File: config.mk
export PLATFORM = sky130hd
export DESIGN_NAME = nbt_seq
export DESIGN_NICKNAME = d
export VERILOG_FILES = /design/src/rtl/nbt_pkg.sv /design/src/rtl/nbt_fsm.sv /design/src/rtl/nbt_step_drive.sv /design/src/rtl/nbt_rd_assemble.sv /design/src/rtl/nbt_seq.sv
export SDC_FILE = /design/constraint.sdc
export NUM_CORES = 1
export LEC_CHECK = 0
export BUFFER_PORTS_ARGS = -buffer_cell sky130_fd_sc_hd__buf_2
export CORE_UTILIZATION = 47
export DETAILED_ROUTE_END_ITERATION = 12
export PLACE_DENSITY = 0.77
export SYNTH_ARGS = -nofsm -noshare
export SYNTH_HDL_FRONTEND = slang
export SYNTH_SLANG_ARGS = --single-unit
File: constraint.sdc
create_clock -name clk -period 2.3 [get_ports clk]
set_input_delay 0.115 -clock clk [delete_from_list [all_inputs] [get_ports clk]]
set_output_delay 0.115 -clock clk [all_outputs]
set_load 0.005 [all_outputs]
File: src/rtl/nbt_pkg.sv
package nbt_pkg;

    localparam int BUS_W  = 16;
    localparam int WDAT_W = 24;
    localparam int RDAT_W = 2 * BUS_W;
    localparam int LEN_W  = 2;

    typedef enum logic [1:0] {
        ST_IDLE = 2'd0,
        ST_CYC1 = 2'd1,
        ST_CYC2 = 2'd2,
        ST_DONE = 2'd3
    } state_e;

    // Which slice of the right-aligned write data a bus cycle carries.
    typedef enum logic [2:0] {
        DS_LO16  = 3'd0,
        DS_MID16 = 3'd1,
        DS_B0    = 3'd2,
        DS_B1    = 3'd3,
        DS_B2    = 3'd4
    } dsel_e;

    typedef struct packed {
        logic       byte_c;   // byte cycle (writes only)
        logic [1:0] aoff;     // offset added to the base address
        dsel_e      dsel;     // data slice
    } step_t;

    typedef struct packed {
        logic  two;           // a second bus cycle is needed
        logic  align;         // base address has bit 0 cleared (reads)
        step_t s1;
        step_t s2;
    } plan_t;

    function automatic step_t mk_step(input logic b, input logic [1:0] off, input dsel_e ds);
        step_t s;
        s.byte_c = b;
        s.aoff   = off;
        s.dsel   = ds;
        return s;
    endfunction

    // Build the minimal cycle plan for one fragment request.
    function automatic plan_t make_plan(input logic wr, input logic odd, input logic [LEN_W-1:0] len);
        plan_t p;
        p.two   = 1'b0;
        p.align = 1'b0;
        p.s1    = mk_step(1'b0, 2'd0, DS_LO16);
        p.s2    = mk_step(1'b0, 2'd2, DS_LO16);
        if (!wr) begin
            p.align = 1'b1;
            p.two   = ({1'b0, len} + {2'b00, odd}) > 3'd2;
        end else begin
            case (len)
                2'd1: p.s1 = mk_step(1'b1, 2'd0, DS_B0);
                2'd2: begin
                    if (odd) begin
                        p.two = 1'b1;
                        p.s1  = mk_step(1'b1, 2'd0, DS_B0);
                        p.s2  = mk_step(1'b1, 2'd1, DS_B1);
                    end
                end
                2'd3: begin
                    p.two = 1'b1;
                    if (odd) begin
                        p.s1 = mk_step(1'b1, 2'd0, DS_B0);
                        p.s2 = mk_step(1'b0, 2'd1, DS_MID16);
                    end else begin
                        p.s2 = mk_step(1'b1, 2'd2, DS_B2);
                    end
                end
                default: p.two = 1'b0;
            endcase
        end
        return p;
    endfunction

    function automatic logic [BUS_W-1:0] pick_data(input dsel_e ds, input logic [WDAT_W-1:0] w);
        case (ds)
            DS_LO16:  return w[15:0];
            DS_MID16: return w[23:8];
            DS_B0:    return {8'h00, w[7:0]};
            DS_B1:    return {8'h00, w[15:8]};
            DS_B2:    return {8'h00, w[23:16]};
            default:  return '0;
        endcase
    endfunction

    // A byte travels in the lane its address selects; the other lane is zero.
    function automatic logic [BUS_W-1:0] lane_place(input logic b, input logic a0, input logic [BUS_W-1:0] d);
        if (!b)  return d;
        if (a0)  return {d[7:0], 8'h00};
        return {8'h00, d[7:0]};
    endfunction

endpackage

File: src/rtl/nbt_fsm.sv
module nbt_fsm
    import nbt_pkg::*;
#(
    parameter int TMO_CYCLES = 32
) (
    input  logic   clk,
    input  logic   rst,
    input  logic   req_valid,
    input  logic   len_ok,
    input  logic   two,
    input  logic   bus_done,
    input  logic   bus_err,
    output state_e state,
    output logic   accept,
    output logic   bus_valid,
    output logic   rsp_valid,
    output logic   rsp_err,
    output logic   cap1,
    output logic   cap2
);
    localparam int CW = $clog2(TMO_CYCLES + 1);
    localparam logic [CW-1:0] TMO_LAST = CW'(TMO_CYCLES - 1);

    state_e        nxt;
    logic          set_err;
    logic          err_q;
    logic [CW-1:0] wait_cnt;
    logic          tmo_hit;

    assign bus_valid = (state == ST_CYC1) || (state == ST_CYC2);
    assign tmo_hit   = bus_valid && (wait_cnt == TMO_LAST);
    assign cap1      = (state == ST_CYC1) && bus_done && !bus_err;
    assign cap2      = (state == ST_CYC2) && bus_done && !bus_err;
    assign rsp_valid = (state == ST_DONE);
    assign rsp_err   = (state == ST_DONE) && err_q;

    always_comb begin
        nxt     = state;
        accept  = 1'b0;
        set_err = 1'b0;
        case (state)
            ST_IDLE: begin
                if (req_valid) begin
                    if (len_ok) begin
                        nxt    = ST_CYC1;
                        accept = 1'b1;
                    end else begin
                        nxt     = ST_DONE;
                        set_err = 1'b1;
                    end
                end
            end
            ST_CYC1: begin
                if (bus_done) begin
                    if (bus_err) begin
                        nxt     = ST_DONE;
                        set_err = 1'b1;
                    end else begin
                        nxt = two ? ST_CYC2 : ST_DONE;
                    end
                end else if (tmo_hit) begin
                    nxt     = ST_DONE;
                    set_err = 1'b1;
                end
            end
            ST_CYC2: begin
                if (bus_done) begin
                    nxt     = ST_DONE;
                    set_err = bus_err;
                end else if (tmo_hit) begin
                    nxt     = ST_DONE;
                    set_err = 1'b1;
                end
            end
            default: nxt = ST_IDLE;
        endcase
    end

    always_ff @(posedge clk) begin
        if (rst) begin
            state    <= ST_IDLE;
            err_q    <= 1'b0;
            wait_cnt <= '0;
        end else begin
            state <= nxt;
            if (state == ST_IDLE) begin
                err_q <= set_err;
            end else if (set_err) begin
                err_q <= 1'b1;
            end
            if (nxt != state) begin
                wait_cnt <= '0;
            end else if (bus_valid) begin
                wait_cnt <= wait_cnt + 1'b1;
            end
        end
    end

    // an error strobe ends the request in the next clock
    assert_err_abort_R9: assert property (@(posedge clk) disable iff (rst)
        (bus_valid && bus_done && bus_err) |=> (rsp_valid && rsp_err && !bus_valid));

    // the response lasts a single clock
    assert_rsp_pulse_R11: assert property (@(posedge clk) disable iff (rst)
        rsp_valid |=> !rsp_valid);

endmodule

File: src/rtl/nbt_step_drive.sv
module nbt_step_drive
    import nbt_pkg::*;
#(
    parameter int AW = 24
) (
    input  logic              clk,
    input  logic              rst,
    input  state_e            state,
    input  plan_t             plan,
    input  logic              q_wr,
    input  logic [AW-1:0]     q_addr,
    input  logic [WDAT_W-1:0] q_wdata,
    input  logic              bus_valid,
    output logic              bus_write,
    output logic              bus_byte,
    output logic [AW-1:0]     bus_addr,
    output logic [BUS_W-1:0]  bus_wdata
);
    step_t         cur;
    logic [AW-1:0] base;

    always_comb begin
        cur       = (state == ST_CYC2) ? plan.s2 : plan.s1;
        base      = plan.align ? {q_addr[AW-1:1], 1'b0} : q_addr;
        bus_addr  = base + AW'(cur.aoff);
        bus_write = q_wr;
        bus_byte  = q_wr && cur.byte_c;
        bus_wdata = q_wr ? lane_place(cur.byte_c, bus_addr[0], pick_data(cur.dsel, q_wdata)) : '0;
    end

    // a full-word cycle never targets an odd address
    assert_word_even_R7: assert property (@(posedge clk) disable iff (rst)
        (bus_valid && !bus_byte) |-> !bus_addr[0]);

    // read cycles are always word cycles
    assert_read_word_R7: assert property (@(posedge clk) disable iff (rst)
        (bus_valid && !bus_write) |-> !bus_byte);

endmodule

File: src/rtl/nbt_rd_assemble.sv
module nbt_rd_assemble
    import nbt_pkg::*;
(
    input  logic              clk,
    input  logic              rst,
    input  logic              clr,
    input  logic              cap1,
    input  logic              cap2,
    input  logic              two,
    input  logic              hi_half,
    input  logic [BUS_W-1:0]  word_in,
    output logic [RDAT_W-1:0] result
);
    always_ff @(posedge clk) begin
        if (rst || clr) begin
            result <= '0;
        end else if (cap1) begin
            if (two || !hi_half) begin
                result[BUS_W-1:0] <= word_in;
            end else begin
                result[RDAT_W-1:BUS_W] <= word_in;
            end
        end else if (cap2) begin
            result[RDAT_W-1:BUS_W] <= word_in;
        end
    end
endmodule

File: src/rtl/nbt_seq.sv
module nbt_seq
    import nbt_pkg::*;
#(
    parameter int AW         = 24,
    parameter int TMO_CYCLES = 32
) (
    input  logic              clk,
    input  logic              rst,
    input  logic              req_valid,
    output logic              req_ready,
    input  logic              req_write,
    input  logic [AW-1:0]     req_addr,
    input  logic [LEN_W-1:0]  req_len,
    input  logic [WDAT_W-1:0] req_wdata,
    output logic              rsp_valid,
    output logic              rsp_err,
    output logic [RDAT_W-1:0] rsp_rdata,
    output logic              bus_valid,
    output logic              bus_write,
    output logic              bus_byte,
    output logic [AW-1:0]     bus_addr,
    output logic [BUS_W-1:0]  bus_wdata,
    input  logic [BUS_W-1:0]  bus_rdata,
    input  logic              bus_done,
    input  logic              bus_err
);
    state_e            state;
    logic              accept;
    logic              cap1, cap2;
    plan_t             plan_now, q_plan;
    logic              q_wr;
    logic [AW-1:0]     q_addr;
    logic [WDAT_W-1:0] q_wdata;

    assign plan_now  = make_plan(req_write, req_addr[0], req_len);
    assign req_ready = (state == ST_IDLE);

    always_ff @(posedge clk) begin
        if (rst) begin
            q_plan  <= '0;
            q_wr    <= 1'b0;
            q_addr  <= '0;
            q_wdata <= '0;
        end else if (accept) begin
            q_plan  <= plan_now;
            q_wr    <= req_write;
            q_addr  <= req_addr;
            q_wdata <= req_wdata;
        end
    end

    nbt_fsm #(.TMO_CYCLES(TMO_CYCLES)) u_fsm (
        .clk       (clk),
        .rst       (rst),
        .req_valid (req_valid),
        .len_ok    (req_len != '0),
        .two       (q_plan.two),
        .bus_done  (bus_done),
        .bus_err   (bus_err),
        .state     (state),
        .accept    (accept),
        .bus_valid (bus_valid),
        .rsp_valid (rsp_valid),
        .rsp_err   (rsp_err),
        .cap1      (cap1),
        .cap2      (cap2)
    );

    nbt_step_drive #(.AW(AW)) u_drive (
        .clk       (clk),
        .rst       (rst),
        .state     (state),
        .plan      (q_plan),
        .q_wr      (q_wr),
        .q_addr    (q_addr),
        .q_wdata   (q_wdata),
        .bus_valid (bus_valid),
        .bus_write (bus_write),
        .bus_byte  (bus_byte),
        .bus_addr  (bus_addr),
        .bus_wdata (bus_wdata)
    );

    nbt_rd_assemble u_rd (
        .clk     (clk),
        .rst     (rst),
        .clr     (accept),
        .cap1    (cap1 && !q_wr),
        .cap2    (cap2 && !q_wr),
        .two     (q_plan.two),
        .hi_half (q_addr[1]),
        .word_in (bus_rdata),
        .result  (rsp_rdata)
    );

    // a waiting cycle keeps its address, data and size
    assert_hold_R8: assert property (@(posedge clk) disable iff (rst)
        (bus_valid && !bus_done) |=> (!bus_valid ||
            ($stable(bus_addr) && $stable(bus_wdata) && $stable(bus_byte))));

    // the bus is quiet while responding, and idle follows the response
    assert_rsp_quiet_R11: assert property (@(posedge clk) disable iff (rst)
        rsp_valid |-> !bus_valid);
    assert_ready_after_R11: assert property (@(posedge clk) disable iff (rst)
        rsp_valid |=> req_ready);

    // length 0 is rejected in the next clock without a bus cycle
    assert_len_zero_R12: assert property (@(posedge clk) disable iff (rst)
        (req_ready && req_valid && (req_len == '0)) |=> (rsp_valid && rsp_err && !bus_valid));

endmodule

==> results.toml <==
[run_status]
status = "finished with violations"
violations = "hold timing, setup timing"

[critical_path]
cp.required_ps = 2180
startpoint_type = "flip-flop"
worstPathArrival_ps = 2190
path_max_fanout = 5
crit_type = "flip-flop to output pin"
endpoint_kind = "output pin"

[sta]
relSlewSlack_pct = 57.17
holdWs_ps = -0.8202
finalSetupViolCount = 2
clock_skew_ps = 15.28
max_freq_ghz = 0.4335
period_needed_ps = 2307
drv_slew = 0
rsz0062_at_grt = "yes"
hold_viol = 2
layout_setup_ws_ps = -7.051
worst_pin_slew_ps = 640.1
min_period_over_period_pct = 100.3

[synthesis]
synth_top_family_by_area = "simple AND/OR/NAND/NOR gates"
syn-cell-area_um2 = 4918
synth-compound-area-share_pct = 16.54
yosysUniqueCellTypes = 61
synth_fa_ha_area_share_pct = 3.205
syn_nets = 666
synthXorXnorAreaFrac_pct = 5.164
synth_edf_count = 0
ys.warnings.count = 0
synth_seq_area_share_pct = 39.89
synth.area.mux_share_pct = 7.428
synth_cells = 582
synth_ff_type = "dfxtp_1"
yosys.area_share.simple_pct = 23.12
ys_ff_latch = 98
ys_async_sr_fraction_pct = 0
syn_avg_cell_area_um2 = 8.451

[floorplanning]
initial_core_util_pct = 49.41
core_um2 = 9955
die_area_um2 = 10880
dieHeight_um = 104.3
die_w_um = 104.3
num_io_pins = 150
fp-row-count = 36

[clock_network]
cts_tree = "yes"
cts_root_buf = "clkbuf_8"
clockBufferDepth = 2
cts_max_level = 3
cts_num_sinks = 98
clkTransAtPathRegs_ps = 100
cts_inserted_buffers = 9
insertion_delay_ps = 380

[global_routing]
antenna_found_initial = 0
grt_overflow = 0
track_usage_pct = 26.25
grt_pass1_wl_um = 23430
grt_pass1_vias = 5026
grt_max_degree = 57

[power]
peakVddDrop_v = 0.0005091
p_leak_nw = 2.977
p_per_area_nw_per_um2 = 687.8

[final_layout]
n_antenna_cell = 0
final_common_cell = "buf_2"
nets = 869
stdcell_count = 923
layout_common_cells = "buf_2 (149), nand2_1 (118), dfxtp_1 (95)"
drive_gt1_share_pct = 29.24
area_growth_pct = 39.10

[route]
post_drt_wl_per_cell_um = 15.80
vias = 5005
route.detailed.drc = 0
drt_wl_total_um = 14590
drt_iter0_markers = 279
drt-pass1-iter-count = 5
ant_nets = 0
avgViaCountPerCell = 5.423

[place]
place.gp.congestion = 0.8952
dp_hpwl_um = 9333
buffer_ports.inserted = 149
numPlacedInstances = 844

[flow_run]
max-cap-violations = 0

[worst_hold_path]
hp-class = "input pin to flip-flop"
layer usage:
layer  global-route usage, %  part of all wire [%]
met1                   31.54                    42
met2                   46.26                    48
met4                   9.082                   2.2
met5                       0                     0
met3                   5.263                   7.0
worst max-delay path: stages (launching register included):
cell and delay [ps]:
dfxtp_2 360, inv_4 50, ha_4 160, and2_4 170, ha_4 270, a41oi_4 130
buf_6 180, nor3b_2 170, xor2_1 170, buf_2 150
registers in the layout, indices dropped and copies added, names as in the netlist:
signal          count
u_fsm.err_q         1
q_wr                1
q_wdata            24
q_addr             24
u_fsm.wait_cnt      6
q_plan              8
u_fsm.state         2
u_rd.result        32
cells in the mapped netlist (7+ instances only):
cell type | number | area share (%)
dfxtp_1 | 98 | 40
a22oi_1 | 7 | 1.1
o21ai_0 | 14 | 1.4
nor3_1 | 10 | 1.0
nand4_1 | 10 | 1.3
ha_1 | 11 | 2.8
mux2i_1 | 34 | 6.9
clkbuf_1 | 13 | 0.99
xor2_1 | 14 | 2.5
nand2_1 | 120 | 9.2
nand3_1 | 9 | 0.92
inv_1 | 9 | 0.69
a32oi_1 | 8 | 1.4
o2bb2ai_1 | 7 | 1.2
a21oi_1 | 57 | 5.8
xnor2_1 | 15 | 2.7
nor2b_1 | 12 | 1.5
buf_2 | 18 | 1.8
nor2_1 | 44 | 3.4
path summary, 6_finish.rpt:
path | start | endpoint | slack [ps] | cells after the start
setup / recovery | u_fsm.state[0] | bus_addr[15] | -7 | 9
hold / removal | bus_rdata[6] | u_rd.result[6] | -0.8 | 3
setup reg to reg | u_fsm.state[1] | u_fsm.wait_cnt[1] | 110 | 7
hold reg to reg | q_addr[0] | q_addr[0] | 460 | 2
kinds of logic after synthesis:
kind of cell,Yosys count
buffers and inverters,46
AO/OA/AOI/OAI,121
multiplexers,36
adder cells (fa/ha/maj),12
XOR/XNOR,29
flip-flops,98
AND/OR/NAND/NOR,240
through the flow:
step | util [%] | setup slack (ps) | cell area [µm²] | TNS, ps | power (W)
2_1_floorplan | - | 12.46 | 4918 | 0 | 0.002931
3_3_place_gp | 58.26 | 213.9 | 5799 | 0 | 0.003370
3_5_place_dp | 58.26 | 139.0 | 5799 | 0 | 0.003412
4_1_cts | 67.19 | -65.72 | 6689 | -499.3 | 0.004606
5_1_grt | 68.73 | -71.75 | 6842 | -467.3 | 0.004952
6_report | 68.73 | -7.051 | 6842 | -11.68 | 0.004706
repair_timing:
action                                  CTS  global route
gates resized for setup                  27            22
pin swaps                                 3            17
buffers inserted                          0             3
cloned                                    1             0
hold buffers                             58             1
endpoints found under the hold margin    62             1
endpoints found under the setup margin   37            41
final cells by class:
| class | count | area, µm² |
|---|---|---|
| clock buffer | 9 | 123.9 |
| clock inverter | 7 | 71.32 |
| fill | 751 | 3113 |
| inverter | 9 | 36.28 |
| multi-input combinational | 438 | 2935 |
| sequential | 98 | 1966 |
| tap | 133 | 166.4 |
| timing repair buffer | 229 | 1543 |
report_power, final:
part | switching, W | leakage (nW) | internal, W
sequential | 0.000177 | 0.798 | 0.00187
combinational | 0.000855 | 2.09 | 0.000703
clock | 0.000677 | 0.0926 | 0.000423
No activity file was read; power rests on OpenSTA's default activity.
